--- src/rtl/bco_pkg.sv ---
package bco_pkg;
   typedef enum logic {ORD_SEQ = 1'b0, ORD_ILV = 1'b1} ord_e;
   typedef enum logic {LEN_FULL = 1'b0, LEN_CHOP = 1'b1} len_e;
   typedef enum logic {DIR_RD = 1'b0, DIR_WR = 1'b1} dir_e;
endpackage

--- src/rtl/bco_beat_ctr.sv ---
module bco_beat_ctr #(
   parameter int BEATS = 8
) (
   input  logic                       clk,
   input  logic                       rst_n,
   input  logic                       launch_i,
   input  logic                       adv_i,
   output logic                       active_o,
   output logic [$clog2(BEATS)-1:0]   cnt_o,
   output logic                       last_o
);
   localparam int CW = $clog2(BEATS);

   logic          active_q;
   logic [CW-1:0] cnt_q;

   assign last_o   = active_q & adv_i & (cnt_q == CW'(BEATS - 1));
   assign active_o = active_q;
   assign cnt_o    = cnt_q;

   always_ff @(posedge clk) begin
      if (!rst_n) begin
         active_q <= 1'b0;
         cnt_q    <= '0;
      end else if (!active_q) begin
         if (launch_i) begin
            active_q <= 1'b1;
            cnt_q    <= '0;
         end
      end else if (adv_i) begin
         if (last_o) begin
            active_q <= 1'b0;
            cnt_q    <= '0;
         end else begin
            cnt_q <= cnt_q + CW'(1);
         end
      end
   end

   // each accepted beat moves the index by exactly one
   p_step_r7: assert property (@(posedge clk) disable iff (!rst_n)
      (active_q && adv_i && !last_o) |=> (cnt_q == $past(cnt_q) + CW'(1)));

   // a launch from idle always starts at beat zero
   p_launch_zero_r10: assert property (@(posedge clk) disable iff (!rst_n)
      (!active_q && launch_i) |=> (active_q && cnt_q == '0));
endmodule

--- src/rtl/bco_start_norm.sv ---
module bco_start_norm #(
   parameter int OFS_W = 3
) (
   input  logic [OFS_W-1:0] raw_i,
   input  bco_pkg::len_e    len_i,
   input  bco_pkg::dir_e    dir_i,
   output logic [OFS_W-1:0] eff_o
);
   import bco_pkg::*;

   always_comb begin
      eff_o = raw_i;
      if (dir_i == DIR_WR) begin
         if (len_i == LEN_CHOP) eff_o = {raw_i[OFS_W-1], {(OFS_W-1){1'b0}}};
         else                   eff_o = '0;
      end
   end
endmodule

--- src/rtl/bco_order_map.sv ---
module bco_order_map #(
   parameter int OFS_W = 3
) (
   input  logic [OFS_W-1:0] start_i,
   input  logic [OFS_W-1:0] cnt_i,
   input  logic             active_i,
   input  bco_pkg::ord_e    ord_i,
   input  bco_pkg::len_e    len_i,
   output logic [OFS_W-1:0] ofs_o,
   output logic             drive_o
);
   import bco_pkg::*;

   localparam int HW = OFS_W - 1;

   logic [OFS_W-1:0] ilv_ofs;
   logic [OFS_W-1:0] seq_ofs;

   for (genvar b = 0; b < OFS_W; b++) begin : g_xor
      assign ilv_ofs[b] = start_i[b] ^ cnt_i[b];
   end

   assign seq_ofs = {start_i[OFS_W-1] ^ cnt_i[OFS_W-1], start_i[HW-1:0] + cnt_i[HW-1:0]};

   assign drive_o = active_i & ((len_i == LEN_FULL) | ~cnt_i[OFS_W-1]);
   assign ofs_o   = drive_o ? ((ord_i == ORD_ILV) ? ilv_ofs : seq_ofs) : '0;
endmodule

--- src/rtl/burst_col_order.sv ---
module burst_col_order #(
   parameter int OFS_W = 3
) (
   input  logic             clk,
   input  logic             rst_n,
   input  logic             start_i,
   input  logic [OFS_W-1:0] col_lo_i,
   input  logic             ilv_i,
   input  logic             chop_i,
   input  logic             wr_i,
   input  logic             beat_en_i,
   output logic [OFS_W-1:0] beat_ofs_o,
   output logic             beat_vld_o,
   output logic             done_o
);
   import bco_pkg::*;

   localparam int BEATS = 1 << OFS_W;
   localparam int MSB   = OFS_W - 1;

   if (OFS_W < 2) begin : g_bad_width
      $error("burst_col_order: OFS_W must be at least 2");
   end

   logic             active;
   logic [OFS_W-1:0] cnt;
   logic             launch;
   logic [OFS_W-1:0] norm_start;

   logic [OFS_W-1:0] cfg_start_q;
   ord_e             cfg_ord_q;
   len_e             cfg_len_q;
   dir_e             cfg_dir_q;

   assign launch = start_i & ~active;

   bco_start_norm #(.OFS_W(OFS_W)) u_norm (
      .raw_i (col_lo_i),
      .len_i (len_e'(chop_i)),
      .dir_i (dir_e'(wr_i)),
      .eff_o (norm_start)
   );

   always_ff @(posedge clk) begin
      if (!rst_n) begin
         cfg_start_q <= '0;
         cfg_ord_q   <= ORD_SEQ;
         cfg_len_q   <= LEN_FULL;
         cfg_dir_q   <= DIR_RD;
      end else if (launch) begin
         cfg_start_q <= norm_start;
         cfg_ord_q   <= ord_e'(ilv_i);
         cfg_len_q   <= len_e'(chop_i);
         cfg_dir_q   <= dir_e'(wr_i);
      end
   end

   bco_beat_ctr #(.BEATS(BEATS)) u_ctr (
      .clk      (clk),
      .rst_n    (rst_n),
      .launch_i (launch),
      .adv_i    (beat_en_i),
      .active_o (active),
      .cnt_o    (cnt),
      .last_o   (done_o)
   );

   bco_order_map #(.OFS_W(OFS_W)) u_map (
      .start_i  (cfg_start_q),
      .cnt_i    (cnt),
      .active_i (active),
      .ord_i    (cfg_ord_q),
      .len_i    (cfg_len_q),
      .ofs_o    (beat_ofs_o),
      .drive_o  (beat_vld_o)
   );

   // a chopped burst stays inside the nibble of its start
   p_chop_nibble_r4: assert property (@(posedge clk) disable iff (!rst_n)
      (beat_vld_o && cfg_len_q == LEN_CHOP) |-> (beat_ofs_o[MSB] == cfg_start_q[MSB]));

   // a full write follows the beat index
   p_wr_full_r6: assert property (@(posedge clk) disable iff (!rst_n)
      (beat_vld_o && cfg_dir_q == DIR_WR && cfg_len_q == LEN_FULL) |-> (beat_ofs_o == cnt));

   // a stalled beat keeps its offset
   p_hold_r7: assert property (@(posedge clk) disable iff (!rst_n)
      (active && !beat_en_i) |=> ($stable(beat_ofs_o) && $stable(beat_vld_o)));

   // after done the block is idle
   p_done_idle_r8: assert property (@(posedge clk) disable iff (!rst_n)
      done_o |=> !beat_vld_o);

   // a start strobe during a burst leaves the configuration alone
   p_ignore_r9: assert property (@(posedge clk) disable iff (!rst_n)
      (active && start_i) |=> ($stable(cfg_start_q) && $stable(cfg_ord_q) && $stable(cfg_len_q)));
endmodule

--- config.mk ---
export PLATFORM = sky130hd
export DESIGN_NAME = burst_col_order
export DESIGN_NICKNAME = d
export VERILOG_FILES = /design/src/rtl/bco_pkg.sv /design/src/rtl/bco_beat_ctr.sv /design/src/rtl/bco_start_norm.sv /design/src/rtl/bco_order_map.sv /design/src/rtl/burst_col_order.sv
export SDC_FILE = /design/constraint.sdc
export NUM_CORES = 1
export LEC_CHECK = 0
export ABC_AREA = 1
export BUFFER_PORTS_ARGS = -buffer_cell sky130_fd_sc_hd__clkbuf_2
export CAP_MARGIN = 20
export CELL_PAD_IN_SITES_DETAIL_PLACEMENT = 2
export CELL_PAD_IN_SITES_GLOBAL_PLACEMENT = 2
export CORE_MARGIN = 3
export CORE_UTILIZATION = 22
export CTS_CLUSTER_DIAMETER = 100
export DETAILED_ROUTE_END_ITERATION = 6
export PLACE_DENSITY_LB_ADDON = 0.1
export SYNTH_ARGS = -nofsm -noshare
export SYNTH_HDL_FRONTEND = slang
export SYNTH_SLANG_ARGS = --single-unit
export TNS_END_PERCENT = 30
--- constraint.sdc ---
create_clock -name clk -period 1 [get_ports clk]
set_input_delay 0.1 -clock clk [delete_from_list [all_inputs] [get_ports clk]]
set_output_delay 0.1 -clock clk [all_outputs]
set_load 0.005 [all_outputs]
==> qor.yml, run 1 <==
status: "finished, violations left"
violations: "setup timing"
hold_end: "cfg_start_q[2]"
end_kind: "output port"
synth_xor_area_share_pct: 1.89
p_total_uw: 827
n_antenna_cell: 0
fin_skew_ns: 0.00285
grt_antenna_before_repair: 0
setup_violations: 8
period_share_pct: 129
clk_pin_slew_worst_paths_ns: 0.07
die_area_um2: 2690
numClockSinks: 9
synth_area_per_cell_um2: 6.91
crit_chain: "buf_6 > inv_2 > nand2_2 > nand2_1 > nand2_1 > a21oi_2 > clkbuf_2"
grt_pass1_vias: 561
vias_per_cell: 4.55
seq_area_frac_synth_pct: 38.9
ys_types: 13
rsz0062_at_grt: "yes"
path_class: "register to output port"
synth_nets: 80
slew_viol_final: 0
cts.htree.levels: 1
fin_hold_ws_ns: 0.0798
layout_commonest_cell: "clkbuf_2"
hp-class: "input pin to register"
rows: 15
cap_violations: 0
dr.pass1.iters: 4
required_ns: 0.90
synth_compound_area_share_pct: 13.5
arrival_ns: 1.19
slew_headroom_pct: 84.8
hold_viol: 0
fin_setup_tns_ns: -1.19
port-buffer-count: 14
synth-simple-area-share_pct: 27.0
peakVddDrop_v: 0.000583
die-height_um: 51.9
min_period_ns: 1.29
nets: 103
synth_top_area_share_pct: 38.9
io_pins: 15
place_congestion: 0.673
final_cell_mix: "clkbuf_2, inv_1, nand2_1, nand3_1, a21oi_1"
cpMaxStageDelayCell: "dfxtp_4"
place_inst: 107
worst-path-buf-inv: 3
fillers: 229
ys_warn_count: 0
root_buffer: "clkbuf_4"
postLayoutCoreUtil_pct: 39.7
ant_nets: 0
synth_top_family_by_area: "simple AND/OR/NAND/NOR gates"
wl_mm: 1.64
dpl.hpwl_mm: 1.08
drt_iter0_drc: 7
yosysTopAreaCell: "dfxtp_1"
drc: 0
p_leak_uw: 0.000329
hp-start: "col_lo_i[2]"
worst_pin_slew_ns: 0.228
overflow: 0
fin_ws_ns: -0.294
timing.fmax_mhz: 773
syn_to_final_growth_pct: 59.2
cts_buffers: 3
crit_path_start_kind: "register"
grt_pass1_wl_mm: 2.56
hold_buffers: 0
rr_worst_depth: 6
via_count: 519
rr_endpoint: "u_ctr.cnt_o[0]"
crit_top_cell: "nand2_1"
start_util_pct: 24.9
ys_top_cells_by_area: "dfxtp_1, inv_1, nand2_1, a21oi_1, ha_1"
fp.dieW_um: 51.9
routedWlPerCell_um: 14.4
cts_tree: "built"
drive_gt1_share_pct: 52.8
ys_seq_elements: 9
grt.total_usage_pct: 13.6
coreArea_um2: 1860
grt_max_degree: 10
synthMuxAreaShare_pct: 0
instances_no_fill: 114
p_per_area_nw_per_um2: 1120
synth_fa_ha_area_share_pct: 8.11
crit_fanout: 3
rrSetupSlack_ns: -0.14
synth_area_um2: 463
slowest_delay_ns: 0.36
syn_inst: 67
regToRegStartpoint: "u_ctr.cnt_o[0]"
whs_path_depth: 3
clock_path_buffers: 2
clock_latency_ns: 0.27
critPathTopFamily: "flip-flops"
## registers in the layout, summed over array words and instances (netlist names)
register and flops:
cfg_len_q 1, cfg_start_q 3, u_ctr.cnt_o 3, u_ctr.active_o 1
cfg_ord_q 1
## per-layer routing
layer | wire [um] | vias up | GRT usage (%)
met3 | 44 | 4 | 2.58
met4 | 23 | 0 | 6.55
met5 | 0 | - | 0
li1 | - | 258 | -
met1 | 673 | 247 | 15.0
met2 | 897 | 10 | 24.5
## area by class of cell
cell class,instances,area [um^2],area share (%)
Multi-Input combinational cell,45,329,44.7
Sequential cell,9,194,26.3
Timing Repair Buffer,18,108,14.6
Inverter,13,48.8,6.62
Tap cell,25,31.3,4.24
Clock buffer,4,26.3,3.57
## worst max-delay path by stage
stage               depth (start not counted)            from             end
floorplan                                   4  u_ctr.cnt_o[0]  u_ctr.cnt_o[2]
global placement                            5  u_ctr.cnt_o[0]          done_o
detailed placement                          5  u_ctr.cnt_o[0]          done_o
CTS                                         7  u_ctr.cnt_o[1]   beat_ofs_o[1]
global route                                7  u_ctr.cnt_o[1]   beat_ofs_o[1]
finish                                      7  u_ctr.cnt_o[1]   beat_ofs_o[1]
## worst reg2reg max path: cells and delay by family (launching register included)
kind                     cells  cell delay (ns)
AO/OA/AOI/OAI                1             0.11
flip-flops                   1             0.37
buffers and inverters        1             0.11
adder cells (fa/ha/maj)      2             0.33
AND/OR/NAND/NOR              2             0.17
## cell usage after synthesis
| master | count |
|---|---|
| a21oi_1 | 8 |
| nor2_2 | 1 |
| inv_1 | 12 |
| ha_1 | 3 |
| nand2_1 | 12 |
| inv_2 | 1 |
| a211oi_1 | 1 |
| o21ai_0 | 3 |
| nand3_1 | 7 |
| nor2_1 | 7 |
| xnor2_1 | 1 |
| nand2_2 | 2 |
| dfxtp_1 | 9 |
## power by group
| part | total (uW) | internal (uW) | switching, uW |
|---|---|---|---|
| logic | 134 | 56.0 | 77.7 |
| registers | 392 | 371 | 20.5 |
| clock network | 301 | 154 | 147 |
## per-stage QoR
| step | setup slack [ns] | area, um^2 |
|---|---|---|
| finish | -0.294 | 737 |
| global route | -0.367 | 737 |
| CTS | -0.307 | 697 |
| detailed placement | -0.113 | 577 |
| global placement | -0.0900 | 577 |
| floorplan | -0.0161 | 468 |
## timing repair
action	CTS	global route
setup endpoints to repair	8	14
hold endpoints to repair	0	0
pin swaps	9	6
setup buffers	3	0
resized for setup	20	15
## kinds of logic after synthesis
| family | after synthesis |
|---|---|
| compound gates | 12 |
| xor+xnor | 1 |
| fa+ha+maj | 3 |
| buf+inv | 13 |
| flops | 9 |
| simple gates | 29 |
Note: power is estimated with default switching activity, not from simulation.
==> run 2: changes to the inputs <==
- CORE_UTILIZATION: 22 -> 24
- clock period: 1 -> 1.2 ns (I/O delays scaled with it)
==> run 2 against run 1 <==
  * The run still ends with setup timing left
  * Register-to-register slack improved by 0.27 ns
  * Die area decreased by 7.4%
  * Combinational power decreased by 29%
  * Count of clock-buffer cells in the layout unchanged
  * Sequential share of layout area increased by 2.0 points
  * Sequential power decreased by 17%
  * First-iteration DRC count decreased by 29%
  * Flip-flop and latch count unchanged
  * Largest cell class unchanged
  * Largest power group unchanged
==> qor.yml, run 2 (synthesis results as in run 1) <==
status: "finished, violations left"  # unchanged
violations: "setup timing"  # unchanged
use_met1_pct: 15.7  # was 15.0%
via_count: 491  # was 519
vias_per_cell: 4.38  # was 4.55
fin_ws_ns: -0.0828  # was -0.294 ns
ant_nets: 0  # unchanged
p_per_area_nw_per_um2: 976  # was 1120 nW/um^2
worst_pin_slew_ns: 0.254  # was 0.228 ns
dr.pass1.iters: 2  # was 4
timing.fmax_mhz: 780
use_met3_pct: 2.11  # was 2.58%
start_util_pct: 26.0  # was 24.9%
hp-class: "input pin to register"  # unchanged
overflow: 0  # unchanged
arrival_ns: 1.16  # was 1.19 ns
port-buffer-count: 14  # unchanged
peakVddDrop_v: 0.000448  # was 0.000583 V
crit_path_start_kind: "register"  # unchanged
switching_share_pct: 26.7  # was 29.6%
cts_buffers: 3  # unchanged
p_leak_uw: 0.000296  # was 0.000329 uW
grt_antenna_before_repair: 0  # unchanged
grt.total_usage_pct: 12.7  # was 13.6%
syn_to_final_growth_pct: 45.1  # was 59.2%
drive_gt1_share_pct: 41.4  # was 52.8%
fp.dieW_um: 49.9  # was 51.9 um
numClockSinks: 9  # unchanged
fin_skew_ns: 0.00622  # was 0.00285 ns
grt-busiest-layer: "met2"  # unchanged
p_comb_share_pct: 14.4  # was 16.2%
crit_fanout: 3  # unchanged
cts_tree: "built"  # unchanged
p_total_uw: 656  # was 827 uW
layout_commonest_cell: "clkbuf_2"  # unchanged
cap_violations: 0  # unchanged
grt_pass1_wl_mm: 2.33  # was 2.56 mm
die-height_um: 49.9  # was 51.9 um
clock_latency_ns: 0.26  # was 0.27 ns
period_share_pct: 107
nets: 101  # was 103
setup_violations: 3  # was 8
fin_hold_ws_ns: 0.116  # was 0.0798 ns
fillers: 230  # was 229
clk_pin_slew_worst_paths_ns: 0.06  # was 0.07 ns
rows: 15  # unchanged
drc: 0  # unchanged
grt_use_met2_pct: 20.7  # was 24.5%
final_cell_mix: "clkbuf_2, inv_1, nand2_1, a21oi_1, nand3_1"  # was clkbuf_2, inv_1, nand2_1, nand3_1, a21oi_1
coreArea_um2: 1780  # was 1860 um^2
p_int_uw: 480  # was 582 uW
clock_path_buffers: 2  # unchanged
rsz0062_at_grt: "yes"  # unchanged
pwr-share-seq_pct: 49.8  # was 47.4%
grt_max_degree: 10  # unchanged
slew_headroom_pct: 83.0  # was 84.8%
path_class: "register to output port"  # unchanged
hold_buffers: 0  # unchanged
root_buffer: "clkbuf_4"  # unchanged
wl_mm: 1.36  # was 1.64 mm
place_congestion: 0.801  # was 0.673
die_area_um2: 2490  # was 2690 um^2
required_ns: 1.08  # was 0.90 ns
io_pins: 15  # unchanged
slew_viol_final: 0  # unchanged
hold_viol: 0  # unchanged
n_antenna_cell: 0  # unchanged
pwr-share-clk_pct: 35.8  # was 36.4%
grt_pass1_vias: 533  # was 561
cts.htree.levels: 1  # unchanged
end_kind: "output port"  # unchanged
drt_iter0_drc: 5  # was 7
p_sw_uw: 175  # was 245 uW
dpl.hpwl_mm: 1.06  # was 1.08 mm
min_period_ns: 1.28
routedWlPerCell_um: 12.1  # was 14.4 um
## run 2: cell count changes in the layout (fill, tap and decap cells not counted), sizes merged
cell  change
buf       -2
## run 2: what timing repair did
action	CTS	global route
setup buffers	1	0
endpoints found under the setup margin	5	4
resized for setup	18	3
pin swaps	7	4
## run 2: per-stage QoR
stage	utilization (%)	worst slack (ns)	instances	TNS, ns	area (um^2)
6_report	37.7	-0.0828	112	-0.160	672
5_1_grt	37.7	-0.150	112	-0.418	672
4_1_cts	37.3	-0.106	112	-0.234	664
3_5_place_dp	32.1	0.0211	107	0	572
3_3_place_gp	32.1	0.0734	107	0	572
2_1_floorplan	-	0.178	67	0	463
## run 2: layout make-up
cell class	count	area, um^2	share of cell area [%]
timing repair buffer	16	88.8	13.2
sequential	9	190	28.3
tap	25	31.3	4.66
inverter	13	48.8	7.26
clock buffer	4	26.3	3.91
multi-input combinational	45	287	42.6
## run 2: worst max-delay path, stage by stage, from the launching register on
cell     delay [ns]
dfxtp_4        0.37
ha_4           0.16
nand2_2        0.05
nand3_1        0.07
a21oi_1        0.13
buf_2          0.12
## run 2: worst paths after layout
path	startpoint	end	slack (ns)	cells past startpoint
worst min-delay path	col_lo_i[0]	cfg_start_q[0]	0.12	3
worst max-delay path	u_ctr.cnt_o[0]	beat_ofs_o[1]	-0.08	5
worst max register to register	u_ctr.cnt_o[0]	u_ctr.active_o	0.13	5
worst min register to register	cfg_ord_q	cfg_ord_q	0.49	2
## run 2: per-layer routing
metal,part of all wire [%],vias to the layer above
li1,-,252
met1,45,227
met2,50,10
met3,4.3,2
met4,1.0,0
met5,0,-
## run 2: power groups by stage
stage / registers [uW] / logic (uW) / clock network, uW
final: 326 / 94.7 / 235
after global routing: 329 / 111 / 266
after CTS: 328 / 96.1 / 250
after detailed placement: 333 / 88.4 / 0
after global placement: 332 / 86.5 / 0
after floorplan: 329 / 49.0 / 0
==> run 3: changes to the inputs <==
- CELL_PAD_IN_SITES_DETAIL_PLACEMENT: 2 -> 1
==> run 3 against run 2 <==
  * The run still ends with setup timing left
  * Wire length is 7.1% lower
  * Sequential share of layout area shrank 1.6 points
  * Global-route usage shrank 1.6 points
  * Highest routed layer unchanged
  * Via count is 2.2% higher
  * Cell count grew 1.8%
  * Sequential power about the same
  * Die area unchanged
  * Critical endpoint is now done_o
  * Register-to-register slack lost 0.08 ns
  * Clock power down 2%
  * Largest cell class unchanged
  * Setup slack better by 0.0058 ns
  * Critical path depth stayed put
==> qor.yml, run 3 (synthesis results as in run 1) <==
die_area_um2: 2490  # unchanged
die-height_um: 49.9  # unchanged
cpMaxStageDelayCell: "dfxtp_4"  # unchanged
grt-busiest-layer: "met2"  # unchanged
drive_gt1_share_pct: 50.6  # was 41.4%
n_antenna_cell: 0  # unchanged
rows: 15  # unchanged
rsz0062_at_grt: "yes"  # unchanged
p_leak_uw: 0.000315  # was 0.000296 uW
slew_viol_final: 0  # unchanged
required_ns: 1.08  # about the same
crit_top_cell: "ha_4"
fillers: 235  # was 230
place_inst: 107  # unchanged
numClockSinks: 9  # unchanged
use_met3_pct: 2.11  # unchanged
vias_per_cell: 4.40  # was 4.38
clock_path_buffers: 2  # unchanged
place_congestion: 0.801  # unchanged
io_pins: 15  # unchanged
crit_path_start_kind: "register"  # unchanged
crit_chain: "ha_4 > ha_4 > inv_2 > nor2_4 > buf_2"  # was ha_4 > nand2_2 > nand3_1 > a21oi_1 > buf_2
rr_worst_depth: 6  # was 5
grt_max_degree: 10  # unchanged
cap_violations: 0  # unchanged
drc: 0  # unchanged
p_per_area_nw_per_um2: 918  # was 976 nW/um^2
root_buffer: "clkbuf_4"  # unchanged
layout_commonest_cell: "clkbuf_2"  # unchanged
end_kind: "output port"  # unchanged
grt_antenna_before_repair: 0  # unchanged
p_total_uw: 657  # was 656 uW
grt_pass1_wl_mm: 2.10  # was 2.33 mm
start_util_pct: 26.0  # unchanged
slew_headroom_pct: 83.8  # was 83.0%
instances_no_fill: 114  # was 112
use_met1_pct: 14.2  # was 15.7%
grt_use_met2_pct: 17.6  # was 20.7%
clk_pin_slew_worst_paths_ns: 0.06  # about the same
whs_path_depth: 3  # unchanged
cts.htree.levels: 1  # unchanged
via_count: 502  # was 491
timing.fmax_mhz: 783  # was 780 MHz
period_share_pct: 106  # was 107%
hp-class: "input pin to register"  # unchanged
grt_pass1_vias: 483  # was 533
final_cell_mix: "clkbuf_2, inv_1, nand2_1"  # was clkbuf_2, inv_1, nand2_1, a21oi_1, nand3_1
clock_latency_ns: 0.25  # was 0.26 ns
postLayoutCoreUtil_pct: 40.1  # was 37.7%
min_period_ns: 1.28  # about the same
path_class: "register to output port"  # unchanged
ant_nets: 0  # unchanged
wl_mm: 1.26  # was 1.36 mm
nets: 103  # was 101
crit_fanout: 4  # was 3
cts_tree: "built"  # unchanged
fin_skew_ns: 0.00582  # was 0.00622 ns
fin_ws_ns: -0.0770  # was -0.0828 ns
overflow: 0  # unchanged
dpl.hpwl_um: 939  # was 1.06 mm
fp.dieW_um: 49.9  # unchanged
coreArea_um2: 1780  # unchanged
routedWlPerCell_um: 11.1  # was 12.1 um
port-buffer-count: 14  # unchanged
peakVddDrop_v: 0.000517  # was 0.000448 V
dr.pass1.iters: 3  # was 2
drt_iter0_drc: 5  # unchanged
worst_pin_slew_ns: 0.242  # was 0.254 ns
cts_buffers: 3  # unchanged
slowest_delay_ns: 0.37  # about the same
arrival_ns: 1.16  # about the same
hold_viol: 0  # unchanged
violations: "setup timing"  # unchanged
grt.total_usage_pct: 11.1  # was 12.7%
syn_to_final_growth_pct: 54.6  # was 45.1%
setup_violations: 3  # unchanged
status: "finished, violations left"  # unchanged
-- run 3: cell types whose count changed in the layout (fill, tap and decap cells not counted), moves of 2 or more --
| cell | change |
|---|---|
| buf_4 | +2 |
| a21oi_2 | +2 |
| a21oi_1 | -2 |
| nand2_1 | -2 |
-- run 3: path summary, 6_finish.rpt --
path                                      from              to  slack [ns]
worst min-delay path               col_lo_i[0]  cfg_start_q[0]        0.12
worst min register to register  cfg_start_q[1]  cfg_start_q[1]        0.49
worst max register to register  u_ctr.cnt_o[0]  u_ctr.active_o        0.05
worst max-delay path            u_ctr.cnt_o[0]          done_o       -0.08
-- run 3: power breakdown --
part	total (uW)	switching [uW]	internal (uW)
Combinational	99.1	56.3	42.8
Clock	230	103	128
Sequential	327	15.4	312
-- run 3: metrics by stage --
stage	cell area, um^2	setup TNS (ns)	hold WS, ns	setup slack [ns]
6_report	716	-0.151	0.118	-0.0770
5_1_grt	716	-0.380	0.115	-0.148
4_1_cts	673	-0.249	0.108	-0.100
3_3_place_gp	572	0	0.373	0.0734
2_1_floorplan	463	0	0.256	0.178
3_5_place_dp	572	0	0.383	0.0428
-- run 3: layout make-up --
class	count	area, um^2	area share [%]
clock buffers	4	26.3	3.67
inverters	13	48.8	6.82
multi-input cells	45	314	43.9
flip-flops and latches	9	191	26.7
well taps	25	31.3	4.37
repair buffers	18	104	14.5
-- run 3: timing repair --
item / in CTS / in global routing
cloned: 0 / 0
endpoints found under the setup margin: 4 / 6
hold buffers: 0 / 0
pin swaps: 7 / 8
gates resized for setup: 18 / 13
buffers inserted: 2 / 1
-- run 3: critical path: cells and delay by family, from the launching register on --
kind | cells | cell delay [ns]
adder cells (fa/ha/maj) | 2 | 0.31
buffers and inverters | 2 | 0.18
flip-flops | 1 | 0.37
AND/OR/NAND/NOR | 1 | 0.04
-- run 3: per-layer routing --
layer	vias to the layer above	part of all wire, %
li1	260	-
met1	230	50
met2	10	45
met3	2	4.0
met4	0	1.1
met5	-	0
